File: config.mk
export PLATFORM = sky130hd
export DESIGN_NAME = irq_distrib_unit
export DESIGN_NICKNAME = d
export VERILOG_FILES = /design/src/rtl/midu_pkg.sv /design/src/rtl/midu_cfg_regs.sv /design/src/rtl/midu_pick.sv /design/src/rtl/midu_slot.sv /design/src/rtl/irq_distrib_unit.sv
export SDC_FILE = /design/constraint.sdc
export NUM_CORES = 1
export LEC_CHECK = 0
export ABC_AREA = 1
export CAP_MARGIN = 20
export CORE_MARGIN = 1
export CORE_UTILIZATION = 25
export DETAILED_ROUTE_END_ITERATION = 16
export DONT_BUFFER_PORTS = 1
export GPL_TIMING_DRIVEN = 1
export PLACE_DENSITY = 0.4
export SETUP_SLACK_MARGIN = 0.15
export SLEW_MARGIN = 10
export SYNTH_ARGS = -nofsm -noshare
export SYNTH_HDL_FRONTEND = slang
export SYNTH_SLANG_ARGS = --single-unit
export TNS_END_PERCENT = 20
File: constraint.sdc
create_clock -name clk_i -period 2.1 [get_ports clk_i]
set_input_delay 0.21 -clock clk_i [delete_from_list [all_inputs] [get_ports clk_i]]
set_output_delay 0.21 -clock clk_i [all_outputs]
set_load 0.02 [all_outputs]
File: src/rtl/midu_pkg.sv
package midu_pkg;
  typedef enum logic [2:0] {
    OP_NOP     = 3'd0,
    OP_ENABLE  = 3'd1,
    OP_DISABLE = 3'd2,
    OP_DEST    = 3'd3,
    OP_MODE    = 3'd4,
    OP_MASK    = 3'd5,
    OP_UNMASK  = 3'd6
  } midu_op_e;
endpackage

File: src/rtl/midu_cfg_regs.sv
module midu_cfg_regs
  import midu_pkg::*;
#(
  parameter int NUM_IRQS  = 8,
  parameter int NUM_CORES = 4,
  localparam int IDX_W = (NUM_IRQS > 1) ? $clog2(NUM_IRQS) : 1
) (
  input  logic                          clk_i,
  input  logic                          rst_i,
  input  logic                          cmd_valid_i,
  input  logic [2:0]                    cmd_op_i,
  input  logic [IDX_W-1:0]              cmd_irq_i,
  input  logic [NUM_CORES-1:0]          cmd_data_i,
  output logic                          glob_en_o,
  output logic [NUM_IRQS*NUM_CORES-1:0] dest_o,
  output logic [NUM_IRQS-1:0]           rr_o,
  output logic [NUM_IRQS-1:0]           masked_o
);
  midu_op_e op;
  assign op = midu_op_e'(cmd_op_i);

  logic [NUM_CORES-1:0] dest_q [NUM_IRQS];

  always_ff @(posedge clk_i) begin
    if (rst_i) begin
      glob_en_o <= 1'b0;
      rr_o      <= '0;
      masked_o  <= '1;
      for (int k = 0; k < NUM_IRQS; k++) dest_q[k] <= '0;
    end else if (cmd_valid_i) begin
      if (op == OP_ENABLE)  glob_en_o <= 1'b1;
      if (op == OP_DISABLE) glob_en_o <= 1'b0;
      for (int k = 0; k < NUM_IRQS; k++) begin
        if (cmd_irq_i == IDX_W'(k)) begin
          if (op == OP_DEST)   dest_q[k]   <= cmd_data_i;
          if (op == OP_MODE)   rr_o[k]     <= cmd_data_i[0];
          if (op == OP_MASK)   masked_o[k] <= 1'b1;
          if (op == OP_UNMASK) masked_o[k] <= 1'b0;
        end
      end
    end
  end

  always_comb begin
    for (int k = 0; k < NUM_IRQS; k++)
      dest_o[k*NUM_CORES +: NUM_CORES] = dest_q[k];
  end
endmodule

File: src/rtl/midu_pick.sv
module midu_pick #(
  parameter int NUM_CORES = 4,
  localparam int CORE_W = (NUM_CORES > 1) ? $clog2(NUM_CORES) : 1
) (
  input  logic [NUM_CORES-1:0] dest_i,
  input  logic                 rr_i,
  input  logic [CORE_W-1:0]    last_i,
  output logic                 valid_o,
  output logic [CORE_W-1:0]    core_o
);
  int cand;

  always_comb begin
    valid_o = 1'b0;
    core_o  = '0;
    cand    = 0;
    if (!rr_i) begin
      for (int i = NUM_CORES - 1; i >= 0; i--) begin
        if (dest_i[i]) begin
          valid_o = 1'b1;
          core_o  = CORE_W'(i);
        end
      end
    end else begin
      for (int i = NUM_CORES; i >= 1; i--) begin
        cand = (int'(last_i) + i) % NUM_CORES;
        if (dest_i[cand]) begin
          valid_o = 1'b1;
          core_o  = CORE_W'(cand);
        end
      end
    end
  end
endmodule

File: src/rtl/midu_slot.sv
module midu_slot #(
  parameter int NUM_CORES = 4,
  localparam int CORE_W = (NUM_CORES > 1) ? $clog2(NUM_CORES) : 1
) (
  input  logic                 clk_i,
  input  logic                 rst_i,
  input  logic                 glob_en_i,
  input  logic                 irq_i,
  input  logic                 masked_i,
  input  logic [NUM_CORES-1:0] dest_i,
  input  logic                 rr_i,
  input  logic [NUM_CORES-1:0] ack_i,
  output logic [NUM_CORES-1:0] line_o
);
  logic              busy_q, busy_d;
  logic [CORE_W-1:0] owner_q, owner_d, last_q;
  logic              pick_valid;
  logic [CORE_W-1:0] pick_core;
  logic              dispatch, release_now;

  midu_pick #(.NUM_CORES(NUM_CORES)) pick_i (
    .dest_i (dest_i),
    .rr_i   (rr_i),
    .last_i (last_q),
    .valid_o(pick_valid),
    .core_o (pick_core)
  );

  assign dispatch    = !busy_q && irq_i && glob_en_i && !masked_i && pick_valid;
  assign release_now = busy_q && ack_i[owner_q];
  assign busy_d      = dispatch || (busy_q && !release_now);
  assign owner_d     = dispatch ? pick_core : owner_q;

  always_ff @(posedge clk_i) begin
    if (rst_i) begin
      busy_q  <= 1'b0;
      owner_q <= '0;
      last_q  <= CORE_W'(NUM_CORES - 1);
      line_o  <= '0;
    end else begin
      busy_q  <= busy_d;
      owner_q <= owner_d;
      if (dispatch) last_q <= pick_core;
      for (int c = 0; c < NUM_CORES; c++)
        line_o[c] <= busy_d && (owner_d == CORE_W'(c));
    end
  end

  // service holds until the owner completes
  a_r8_hold: assert property (@(posedge clk_i) disable iff (rst_i)
    (busy_q && !ack_i[owner_q]) |=> (busy_q && $stable(owner_q)));

  // owner completion ends service
  a_r8_release: assert property (@(posedge clk_i) disable iff (rst_i)
    (busy_q && ack_i[owner_q]) |=> !busy_q);

  // a new delivery targets a core that was in the mask
  a_r4_target_in_dest: assert property (@(posedge clk_i) disable iff (rst_i)
    $rose(busy_q) |-> (|($past(dest_i) & (NUM_CORES'(1) << owner_q))));

  // delivery starts only when enabled, unmasked and asserted
  a_r2_gated_start: assert property (@(posedge clk_i) disable iff (rst_i)
    $rose(busy_q) |-> $past(glob_en_i && !masked_i && irq_i));
endmodule

File: src/rtl/irq_distrib_unit.sv
module irq_distrib_unit #(
  parameter int NUM_CORES  = 4,
  parameter int NUM_IRQS   = 8,
  parameter int FIRST_LINE = 4,
  localparam int IDX_W  = (NUM_IRQS > 1) ? $clog2(NUM_IRQS) : 1,
  localparam int LINE_W = FIRST_LINE + NUM_IRQS
) (
  input  logic                          clk_i,
  input  logic                          rst_i,
  input  logic                          cmd_valid_i,
  input  logic [2:0]                    cmd_op_i,
  input  logic [IDX_W-1:0]              cmd_irq_i,
  input  logic [NUM_CORES-1:0]          cmd_data_i,
  input  logic [NUM_IRQS-1:0]           irq_i,
  input  logic [NUM_CORES*NUM_IRQS-1:0] ack_i,
  output logic [NUM_CORES*LINE_W-1:0]   core_lines_o
);
  logic                          glob_en;
  logic [NUM_IRQS*NUM_CORES-1:0] dest;
  logic [NUM_IRQS-1:0]           rr, masked;
  logic [NUM_IRQS*NUM_CORES-1:0] slot_lines;

  midu_cfg_regs #(.NUM_IRQS(NUM_IRQS), .NUM_CORES(NUM_CORES)) cfg_i (
    .clk_i      (clk_i),
    .rst_i      (rst_i),
    .cmd_valid_i(cmd_valid_i),
    .cmd_op_i   (cmd_op_i),
    .cmd_irq_i  (cmd_irq_i),
    .cmd_data_i (cmd_data_i),
    .glob_en_o  (glob_en),
    .dest_o     (dest),
    .rr_o       (rr),
    .masked_o   (masked)
  );

  for (genvar k = 0; k < NUM_IRQS; k++) begin : g_slot
    logic [NUM_CORES-1:0] ack_k, out_k;
    for (genvar c = 0; c < NUM_CORES; c++) begin : g_gather
      assign ack_k[c] = ack_i[c*NUM_IRQS + k];
      assign out_k[c] = core_lines_o[c*LINE_W + FIRST_LINE + k];
    end

    midu_slot #(.NUM_CORES(NUM_CORES)) slot_i (
      .clk_i    (clk_i),
      .rst_i    (rst_i),
      .glob_en_i(glob_en),
      .irq_i    (irq_i[k]),
      .masked_i (masked[k]),
      .dest_i   (dest[k*NUM_CORES +: NUM_CORES]),
      .rr_i     (rr[k]),
      .ack_i    (ack_k),
      .line_o   (slot_lines[k*NUM_CORES +: NUM_CORES])
    );

    // one owner per shared source at the outputs
    a_r11_single_core: assert property (@(posedge clk_i) disable iff (rst_i)
      $onehot0(out_k));
  end

  always_comb begin
    core_lines_o = '0;
    for (int c = 0; c < NUM_CORES; c++)
      for (int k = 0; k < NUM_IRQS; k++)
        core_lines_o[c*LINE_W + FIRST_LINE + k] = slot_lines[k*NUM_CORES + c];
  end
endmodule

======== After elaboration in Yosys (flattened, before gate mapping) ========
Memories as Yosys holds them, arrays and structs flattened.
Index checks and enable logic that the tools add are counted.
cells by class
  add/subtract/negate cells ............... 32
  order comparisons ....................... 40
  eq/ne operators ......................... 37
  mux-type cells .......................... 311
  bitwise gates (word level) .............. 40
  reduce and logical (&&, ||, !) cells .... 172
operator list
  kind                   number
  $mux W1                183
  $mux W2                80
  $lt A3 B4 Y1 const B   32
  $bmux W1 S2            40
  $logic_and A1 B1 Y1    80
  $reduce_or A2 Y1       32
  $reduce_and A3 Y1      16
  $add A2 B1 Y2 const B  16
  $add A2 B2 Y2 const B  16
  $and A1 B1 Y1 const A  32
  $eq A2 B2 Y1 const B   16
  $mux W4                8
  $logic_not A1 Y1       24
  $lt A2 B3 Y1 const B   8
  $eq A3 B3 Y1 const B   7
  $eq A2 B1 Y1 const B   8
  $logic_not A2 Y1       8
  $eq A3 B2 Y1 const B   4
  $logic_or A1 B1 Y1     8
  $or A1 B1 Y1           8
  $eq A3 B1 Y1 const B   2
  $reduce_bool A2 Y1     2
  $logic_not A3 Y1       1
  $reduce_and A2 Y1      1
storage, ports and cells
  bits in registers ....................... 89
  RAM bits ................................ 32
  output and inout bits ................... 48
  logic and storage cells ................. 682
  memories kept ........................... 1
memory list
  name          depth  width  rd ports  clocked after memory_dff  wr ports  RTL line             source
  cfg_i.dest_q  8      4      8         0                         8         midu_cfg_regs.sv:22  logic [NUM_CORES-1:0] dest_q [NUM_IRQS];

======== Depth between registers and ports, before layout ========
  depth in word-level cells ............... 15
  mapped depth ............................ 16
  depth with buffers taken out ............ 15

======== Modules after synthesis ========
Synthesis repeated with hierarchy kept, for this count alone.
unflattened totals
  cells, all modules ...................... 888
  area total of the unflattened synthesis .. 6,366.1 um2
modules (own cells, without submodules)
  module            times used  cells each  area an instance (um2)  seq. area each (um2)
  midu_slot         8           56          412.9                   180.2
  midu_cfg_regs     1           199         1,968.1                 1,301.2
  midu_pick         8           28          121.4                   0.0
  irq_distrib_unit  1           17          123.9                   0.0

======== Worst setup path after synthesis ========
Ideal clock, no wire load.
  path kind ............................... input to register
  from .................................... in cmd_valid_i
  to ...................................... mem cfg_i.dest_q[6][2], in the netlist cfg_i.dest_q[1][10] (enable)
  setup time .............................. 361 ps
  arrival time ............................ 1,274 ps
  slack ................................... 464 ps
  stages .................................. 6
  buffers on the path ..................... 0
  cell sequence ........................... inv_1 nor2_1 inv_1 nor3_1 inv_1 o21ai_0
RTL lines
  element      RTL line                source
  from (decl)  irq_distrib_unit.sv:10  input logic cmd_valid_i,
  to (decl)    midu_cfg_regs.sv:22

======== Worst setup path after layout ========
  from .................................... reg g_slot[0].slot_i.last_q[0]
  to ...................................... reg g_slot[0].slot_i.line_o[3]
on the way
  cells in the longest elaborated chain, start to end .. 13
  elaborated cells on any way between the ends .. 31
RTL lines
  element                                      RTL line         source
  from (decl)                                  midu_slot.sv:16  logic [CORE_W-1:0] owner_q, owner_d, last_q;
  from (signal assigned)                       midu_slot.sv:38  last_q <= CORE_W'(NUM_CORES - 1);
  from (signal assigned)                       midu_slot.sv:43  if (dispatch) last_q <= pick_core;
  $add A2 B1 Y2                                midu_pick.sv:26  cand = (int'(last_i) + i) % NUM_CORES;
  $bmux W1 S2                                  midu_pick.sv:27  if (dest_i[cand]) begin
  $mux W1 (implied by the code) (2 in series)  midu_pick.sv:27
  $mux W1 (4 in series)                        midu_pick.sv:27
  $mux W1                                      midu_pick.sv:17  if (!rr_i) begin
  $logic_and A1 B1 Y1                          midu_slot.sv:29  assign dispatch = !busy_q && irq_i && glob_en_i && !masked_i && pick_valid;
  $mux W2                                      midu_slot.sv:32  assign owner_d = dispatch ? pick_core : owner_q;
  $eq A2 B2 Y1                                 midu_slot.sv:45  line_o[c] <= busy_d && (owner_d == CORE_W'(c));
  $logic_and A1 B1 Y1 *                        midu_slot.sv:45
  to (signal, indexed assignment)              midu_slot.sv:45
  to (decl)                                    midu_slot.sv:13  output logic [NUM_CORES-1:0] line_o
Mark *: on every way between the ends. The rest lies on a longest branch, timed or not. The select of a mux whose other input is x is not followed.
A chain may end at the register's enable or synchronous reset.

==> metrics.cfg <==
[placement]
gp_congestion=0.823
hpwl_mm=12.0
port_buffers=0
pre_cts_slack_ns=0.374

[floorplanning]
top_level_ports=101
start_util=0.255
dieWidth_um=163
die_y_um=163
coreArea_mm2=0.0253
dieArea_mm2=0.0264
num_rows=58

[clock_tree]
cts_buffer_depth=2
clock_latency_ns=0.43
root_buffer=clkbuf_16
cts.clk_slew.worst_paths_ns=0.06
cts_sinks=121
htree_levels=4
numCtsBuffers=17
cts_tree=built

[detailed_routing]
routed_via_density=4.36
routed-wl-met2_mm=7.56
met1_length_mm=7.93
ant_nets=0
firstDrtPassIters=4
routed_wl_mm=16.5
top_layer=met4
wl_met3_um=696
drt_iter0_drc=294
route.vias.total=5606
drc=0
wl_per_cell_um=12.8

[worst_setup_path]
worstSetupPathType=flip-flop to flip-flop
start_kind=flip-flop
crit_top_cell=nand2_1
crit_arrival_ns=2.09
path_cells=inv_1 > nand2_1 > nand2_1 > nor2_1 > nand2_1 > nand3_1 > nand2_1 > nand2_1 > nand2_1 > nand2_1 > nand2_1 > nand2_1 > inv_1 > nor2_1
critPathCaptureType=flip-flop
cp_max_fo=11
worstPathRequired_ns=2.46
crit_slowest_cell=dfxtp_1
critPathMaxStageDelay_ns=0.57

[grt]
antenna_found_initial=0
grt_max_degree=32
overflow=0
grt_pass1_vias=5313
grt_pass1_wl_mm=26.5
grt_util_all_layers=0.130

[status]
status=complete, no violations

[timing]
fmaxAchievable_mhz=576
post-route-period-util=0.826
rsz0062_at_grt=true
timing.final.ws_setup_ns=0.365
min_period_ns=1.73
finalSetupViolCount=0
finalMaxSlewViolations=0
hold_violations=0
tightest_slew_ns=0.563
fin_tns_setup_ns=0
slew_headroom=0.621
finClkSkew_ns=0.00868

[pwr]
powerDensity_mw_per_mm2=789
p_leak_nw=3.48
irDropWorstVdd_v=0.000484

[layout]
nNetsFinal=997
drive_gt1_frac=0.0627
area_growth_syn_to_layout_pct=14.2
antennaDiodeCount=0

[yosys]
yosysTopAreaCellShare=0.276
yosys_register_bits=121
synth_edf_count=32
yosys_warnings=0
syn_area_per_cell_um2=6.93
synthArstFlopShare=0
yosysTopAreaCell=dfxtp_1
syn_inst=931
ys_types=31
synth_flop_cell=dfxtp_1
synth_area_mm2=0.00645
seq_area_frac_synth=0.425
netlist_top_cells_area=dfxtp_1 28%, nand2_1 17%, edfxtp_1 15%

[hold_path]
min_path_type=input pin to flip-flop

[flow_run]
maxCapViolCount=0

## per-stage QoR
step	hold slack [ns]	cell area (um^2)	total power (W)	instances	utilization
floorplan	0.302	6500	0.00282	946	-
global placement	0.288	6740	0.00290	1252	0.267
detailed placement	0.290	6740	0.00289	1252	0.267
CTS	0.000326	7360	0.00588	1287	0.291
global route	0.0106	7360	0.00604	1287	0.292
finish	0.0143	7360	0.00581	1287	0.292
## layout make-up
class / count / area, um^2
clock buffers: 20 / 458
clock inverters: 12 / 124
repair buffers: 12 / 108
well taps: 330 / 413
multi-input cells: 663 / 3030
inverters: 129 / 487
fillers: 2784 / 17900
flip-flops and latches: 121 / 2740
## cell usage in the layout, fill, tap and decap left out, drive strengths merged
| cell type | count |
|---|---|
| nand2 | 308 |
| inv | 129 |
| nand3 | 94 |
| nor2 | 93 |
| dfxtp | 89 |
| o21ai | 47 |
| a21oi | 39 |
| edfxtp | 32 |
| o211ai | 24 |
| clkbuf | 20 |
| conb | 16 |
| nor3 | 10 |
| buf | 10 |
| nor4 | 8 |
| mux2i | 7 |
| clkinv | 7 |
| xor2 | 6 |
| xnor2 | 6 |
| clkinvlp | 3 |
| a21boi | 2 |
| bufinv | 2 |
| dlygate4sd3 | 2 |
| nand3b | 1 |
| nand4 | 1 |
| a221oi | 1 |
## worst paths after layout
path | cells past startpoint | startpoint | end | slack [ns]
worst max-delay path | 14 | g_slot[0].slot_i.last_q[0] | g_slot[0].slot_i.line_o[3] | 0.37
worst min register to register | 2 | cfg_i.masked_o[5] | cfg_i.masked_o[5] | 0.47
worst max register to register | 14 | g_slot[0].slot_i.last_q[0] | g_slot[0].slot_i.line_o[3] | 0.37
worst min-delay path | 3 | cmd_op_i[2] | cfg_i.glob_en_o | 0.01
## power by group
| group | leakage [nW] | internal [W] | switching, W |
|---|---|---|---|
| logic | 2.18 | 0.000117 | 0.000277 |
| registers | 1.02 | 0.00244 | 0.0000279 |
| clock network | 0.278 | 0.00181 | 0.00114 |
## cell families (layout without fill, tap and decap cells)
kind of cell | after synthesis | count (layout) | share of synthesized area
other cells | 1 | 16 | 0.000582
compound gates | 113 | 113 | 0.0984
flops | 121 | 121 | 0.425
mux | 7 | 7 | 0.0109
buf+inv | 162 | 173 | 0.114
simple gates | 515 | 515 | 0.330
xor+xnor | 12 | 12 | 0.0210
## repair_timing
action                                 CTS  global route
endpoints found under the hold margin   44             0
setup endpoints to repair                0            16
hold buffers                             3             0
buffers inserted                         0             0
resized for setup                        0             1
## cell usage after synthesis (5+ instances only)
library cell,count
edfxtp_1,32
nand2_1,298
clkbuf_1,8
mux2i_1,7
xor2_1,5
nand2_2,10
nor2_1,93
inv_1,126
buf_4,16
o211ai_1,24
nor3_1,9
a21oi_1,39
nand3_1,92
o21ai_1,8
nor4_1,8
o21ai_0,39
buf_6,8
dfxtp_1,89
## routing by layer
metal	global-route usage	vias up
met2	0.213	108
li1	-	2985
met4	0.0527	0
met1	0.163	2496
met3	0.0313	17
met5	0	-
## registers in the layout, summed over array words and instances, names as in the netlist
signal	cells
cfg_i.masked_o	8
g_slot.slot_i.line_o	32
g_slot.slot_i.busy_q	8
cfg_i.glob_en_o	1
cfg_i.dest_q	32
g_slot.slot_i.owner_q	16
cfg_i.rr_o	8
g_slot.slot_i.last_q	16
## worst max-delay path, delay by kind of cell, from the launching register on
family	cells	cell delay (ns)
simple gates	12	0.89
flops	1	0.57
buf+inv	2	0.21
Power figures use the tool's default switching activity.
